$ cat src/rtl/hpa_pkg.sv
package hpa_pkg;
  typedef enum logic [1:0] {
    MD_LEG  = 2'd0,
    MD_V128 = 2'd1,
    MD_V256 = 2'd2,
    MD_RSV  = 2'd3
  } hpa_mode_e;

  localparam logic [7:0] OPC_WORD = 8'h01;
endpackage

$ cat src/rtl/hpa_pack.sv
// Pairwise sums for one element width inside one lane.
module hpa_pack #(
  parameter int LANE_W = 128,
  parameter int EW     = 16
) (
  input  logic [LANE_W-1:0] a,
  input  logic [LANE_W-1:0] b,
  output logic [LANE_W-1:0] y
);
  localparam int NE   = LANE_W / EW;
  localparam int NP   = NE / 2;
  localparam int HALF = LANE_W / 2;

  for (genvar p = 0; p < NP; p++) begin : g_pair
    assign y[p*EW +: EW]        = a[(2*p)*EW +: EW] + a[(2*p+1)*EW +: EW];
    assign y[HALF + p*EW +: EW] = b[(2*p)*EW +: EW] + b[(2*p+1)*EW +: EW];
  end
endmodule

$ cat src/rtl/hpa_lane.sv
// One 128-bit lane: both element widths, selected by use_word.
module hpa_lane #(
  parameter int LANE_W = 128
) (
  input  logic              use_word,
  input  logic [LANE_W-1:0] a,
  input  logic [LANE_W-1:0] b,
  output logic [LANE_W-1:0] y
);
  logic [LANE_W-1:0] y_w, y_d;

  hpa_pack #(.LANE_W(LANE_W), .EW(16)) u_w (.a(a), .b(b), .y(y_w));
  hpa_pack #(.LANE_W(LANE_W), .EW(32)) u_d (.a(a), .b(b), .y(y_d));

  assign y = use_word ? y_w : y_d;
endmodule

$ cat src/rtl/hpair_add_unit.sv
module hpair_add_unit #(
  parameter int VEC_W  = 256,
  parameter int LANE_W = 128
) (
  input  logic             clk,
  input  logic             rst,
  input  logic             start,
  input  logic [7:0]       opc,
  input  logic [1:0]       mode,
  input  logic [VEC_W-1:0] src_a,
  input  logic [VEC_W-1:0] src_b,
  input  logic [VEC_W-1:0] dst_old,
  output logic [VEC_W-1:0] res,
  output logic             res_vld
);
  import hpa_pkg::*;

  localparam int NLANE = VEC_W / LANE_W;

  hpa_mode_e        md;
  logic             use_word;
  logic [VEC_W-1:0] first;
  logic [VEC_W-1:0] nxt;

  assign md       = hpa_mode_e'(mode);
  assign use_word = (opc == OPC_WORD);
  assign first    = (md == MD_LEG) ? dst_old : src_a;

  for (genvar k = 0; k < NLANE; k++) begin : g_lane
    logic [LANE_W-1:0] ly;

    hpa_lane #(.LANE_W(LANE_W)) u_lane (
      .use_word (use_word),
      .a        (first[k*LANE_W +: LANE_W]),
      .b        (src_b[k*LANE_W +: LANE_W]),
      .y        (ly)
    );

    if (k == 0) begin : g_low
      assign nxt[LANE_W-1:0] = ly;
    end else begin : g_up
      assign nxt[k*LANE_W +: LANE_W] =
        (md == MD_V256) ? ly :
        (md == MD_LEG)  ? dst_old[k*LANE_W +: LANE_W] : '0;
    end
  end

  always_ff @(posedge clk) begin
    if (rst) begin
      res     <= '0;
      res_vld <= 1'b0;
    end else begin
      res_vld <= start;
      if (start) res <= nxt;
    end
  end
endmodule

$ cat config.mk
export PLATFORM = sky130hd
export DESIGN_NAME = hpair_add_unit
export DESIGN_NICKNAME = d
export VERILOG_FILES = /design/src/rtl/hpa_pkg.sv /design/src/rtl/hpa_pack.sv /design/src/rtl/hpa_lane.sv /design/src/rtl/hpair_add_unit.sv
export SDC_FILE = /design/constraint.sdc
export NUM_CORES = 2
export LEC_CHECK = 0
export ABC_CLOCK_PERIOD_IN_PS = 6300
export BUFFER_PORTS_ARGS = -buffer_cell sky130_fd_sc_hd__buf_2
export CAP_MARGIN = 20
export CORE_AREA = 2 2 408 410
export CTS_CLUSTER_DIAMETER = 30
export DETAILED_ROUTE_END_ITERATION = 7
export DIE_AREA = 0 0 410 412
export GPL_TIMING_DRIVEN = 0
export PLACE_DENSITY = 0.43
export SETUP_SLACK_MARGIN = 0.15
export SLEW_MARGIN = 20
export SYNTH_ARGS = -nofsm -noshare
export SYNTH_HDL_FRONTEND = slang
export SYNTH_HIERARCHICAL = 1
export SYNTH_SLANG_ARGS = --single-unit
$ cat constraint.sdc
create_clock -name clk -period 6.3 [get_ports clk]
set_clock_uncertainty 0.15 [all_clocks]
set_input_delay 1.26 -clock clk [delete_from_list [all_inputs] [get_ports clk]]
set_output_delay 1.26 -clock clk [all_outputs]
set_load 0.02 [all_outputs]
==> results.md <==
- Chip Height: just over 400 um
- FMAX: approximately 170 MHz
- Core Util, Final: 0.3136
- Setup-failing EPs final: 0
- Ranking of synthesized cells by area: ha_1 15%, mux2_2 14%, dfxtp_1 13%
- Synth warnings: 6
- Critical Path End Type: flop
- GP Congestion: ~0.96
- Setup Fix Bufs, Post-CTS: 0
- Fin. Hold Viols: 0
- Clock Latency Late Sink: ~0.7 ns
- Reg2reg path depth: 2
- Outcome: finished clean
- Post-route DRC: 0
- Pins over their slew limit: 0
- Post-synth ARST share: 0
- Vias in the first global route: between 40k and 50k
- ANT nets after route: 0
- Final Cell Area: between 0.05 and 0.06 mm^2
- Clock net sink count: roughly 260
- CTS root buf: clkbuf_16
- Switching Fraction: 0.3970
- Minimum hold slack: roughly 0.31 ns
- Total Wirelength: between 200000 and 250000 um
- Hold depth: 1
- Max_cap viols: 0
- PD cells: about 250 mW/mm^2
- Syn_nets: between 5k and 6k
- Main flop type after synthesis: dfxtp_1
- Post-synth top area cell: ha_1
- Final Non-Filler Cells: ~8.1k
- Cts hold-fix bufs: 0
- Slew HR: 0.2936
- Routed wl met2: between 100000 and 150000 um
- Core Area: between 0.15 and 0.2 mm^2
- #FFs+latches synth: 257
- Critical path data arrival time: about 6.3 ns
- Core Rows: approximately 150
- Drt first-iter violations: 2388
- Period utilisation layout: 0.9403
- Crit Path Max Fanout: 10
- Max Root-Sink Buffers: 3
- CTS Buf Count: 94
- Commonest non-fill, non-tap cell in the layout: buf_2
- Slew @ Worst Pin: 1.060 ns
- P_int: about 7.7 mW
- Fraction of layout cells with a size suffix above 1: 0.3218
- Cell Area, Placed: approximately 0.048 mm^2
- Area fraction of the dominant cell type after synthesis: 0.1524
- Largest net degree at the start of global routing: 16
- Initial antenna violation count: 100
- Power Total: between 10 and 15 mW
- Die Wd: a little over 400 um
- Starting Density: 0.2439
- Comb pwr share: 0.461
- Most frequent cells in the layout: 1074 x buf_2, 491 x mux2_2, 488 x ha_1
- Routed len/inst: 26.90 um
- DP HPWL: between 150000 and 200000 um
- CTS tree: done
- EDFF count, synth: 0
- First-pass GRT wire length: roughly 300000 um
- Mapped Area: 0.04006 mm^2
- Pre-CTS setup slack: -1.387 ns
- I/O pin count: around 1.0k
- Vias per cell: just over 5
- Nets: 7118
- P&R area growth vs syn: 28.58%
- DRT Pass-1 Iters: 6
- RSZ-0062 raised after global routing: no
- Final WS setup: roughly 0.38 ns
- Net Switching: 5.038 mW
- Max layer used: met5
- DR WL met3: roughly 16000 um
- Clk pwr share: 0.389
- Worst setup SP type: input pin
- Total GRT Usage: 0.2470
- Met1 WL: just over 90000 um
- Worst setup path class: in2reg
- H-tree depth: 3
- Peak supply drop: between 0.15 and 0.2 mV
- Lkg Pwr: approximately 24 nW
- Post-Syn Instances: around 4.7k
- Routed vias: approximately 42k
- Synth Area per Inst: between 8 and 9 um^2
- Count of cell types in the netlist: roughly 110
- CTS clock-pin slew for the worst setup and hold paths: ~0.04 ns
- Die ar.: 0.1689 mm^2
- Reg-to-reg setup timing slack: approximately 5.4 ns
- Sequential power share: 0.149
- Number of I/O port buffers: about 1.0k
- Global route overflow: 0
- Final setup TNS: 0 ns
- Placed insts: 7918
- HP Class: reg2reg
- Sequential share of the synthesized area: 0.1284
- Worst endpoint required time: between 6 and 7 ns
- Min cycle time layout: 5.924 ns
## metal layers
metal  up-vias  global-route usage
li1      20074                   -
met1     20041              0.2997
met2      1484              0.4272
met3       311             0.06088
met4        52             0.07486
met5         -                   0
## area by class of cell
| cell class | instances | area [um^2] |
|---|---|---|
| clock inverter | 41 | 638.1 |
| multi-input combinational | 4153 | 33370 |
| buffer | 197 | 1267 |
| clock buffer | 132 | 2745 |
| fill | 17737 | 112700 |
| antenna | 39 | 97.59 |
| inverter | 87 | 326.6 |
| timing repair buffer | 1035 | 5180 |
| tap | 2189 | 2739 |
| sequential | 257 | 5145 |
## Yosys cell counts (all sizes together) (87+ instances only)
master	count
o21ai	232
a21o	192
inv	87
mux2	512
xor2	162
nand2	235
nand3	93
buf	97
xnor2	284
clkbuf	99
dfxtp	257
nor2	343
mux2i	258
a21oi	403
o2bb2ai	129
ha	488
## power groups by stage
stage | sequential, mW | combinational (mW) | clock [mW]
2_1_floorplan | 2.10 | 3.62 | 0
3_3_place_gp | 1.91 | 5.81 | 0
3_5_place_dp | 1.92 | 5.80 | 0
4_1_cts | 1.90 | 5.84 | 5.05
5_1_grt | 1.91 | 6.35 | 5.15
6_report | 1.90 | 5.85 | 4.94
## worst max-delay path, stage by stage
cell and delay (ns):
clkbuf_1 0.20, nor2_4 0.34, buf_4 0.45, buf_4 0.37
mux2_2 0.45, ha_1 0.26, fa_1 0.44, a21oi_1 0.22
o211a_1 0.17, o311ai_1 0.14, a31oi_2 0.33, o21ai_1 0.14
a31o_2 0.31, a211oi_1 0.34, xnor2_1 0.11, mux2_2 0.29
mux2i_4 0.39, o2bb2ai_1 0.09
## cells by family after synthesis
group	synth area share
compound gates	0.2441
simple gates	0.1175
mux	0.2084
fa+ha+maj	0.1644
xor+xnor	0.09751
buf+inv	0.03963
flops	0.1284
## what timing repair did
action / CTS / global route
setup endpoints to repair: 23 / 9
gates cloned: 0 / 0
gates resized for setup: 6 / 3
## flip-flops by register name (all words and copies together), names as in the netlist
name and cells:
res 256, res_vld 1
## path summary, 6_finish.rpt
path                          from                     to
max                        mode[1]  res[190]$_SDFFE_PP0P_
min reg2reg  res[162]$_SDFFE_PP0P_  res[162]$_SDFFE_PP0P_
max reg2reg   res[67]$_SDFFE_PP0P_   res[67]$_SDFFE_PP0P_
min          res[162]$_SDFFE_PP0P_  res[162]$_SDFFE_PP0P_
(Power assumes the default switching activity.)
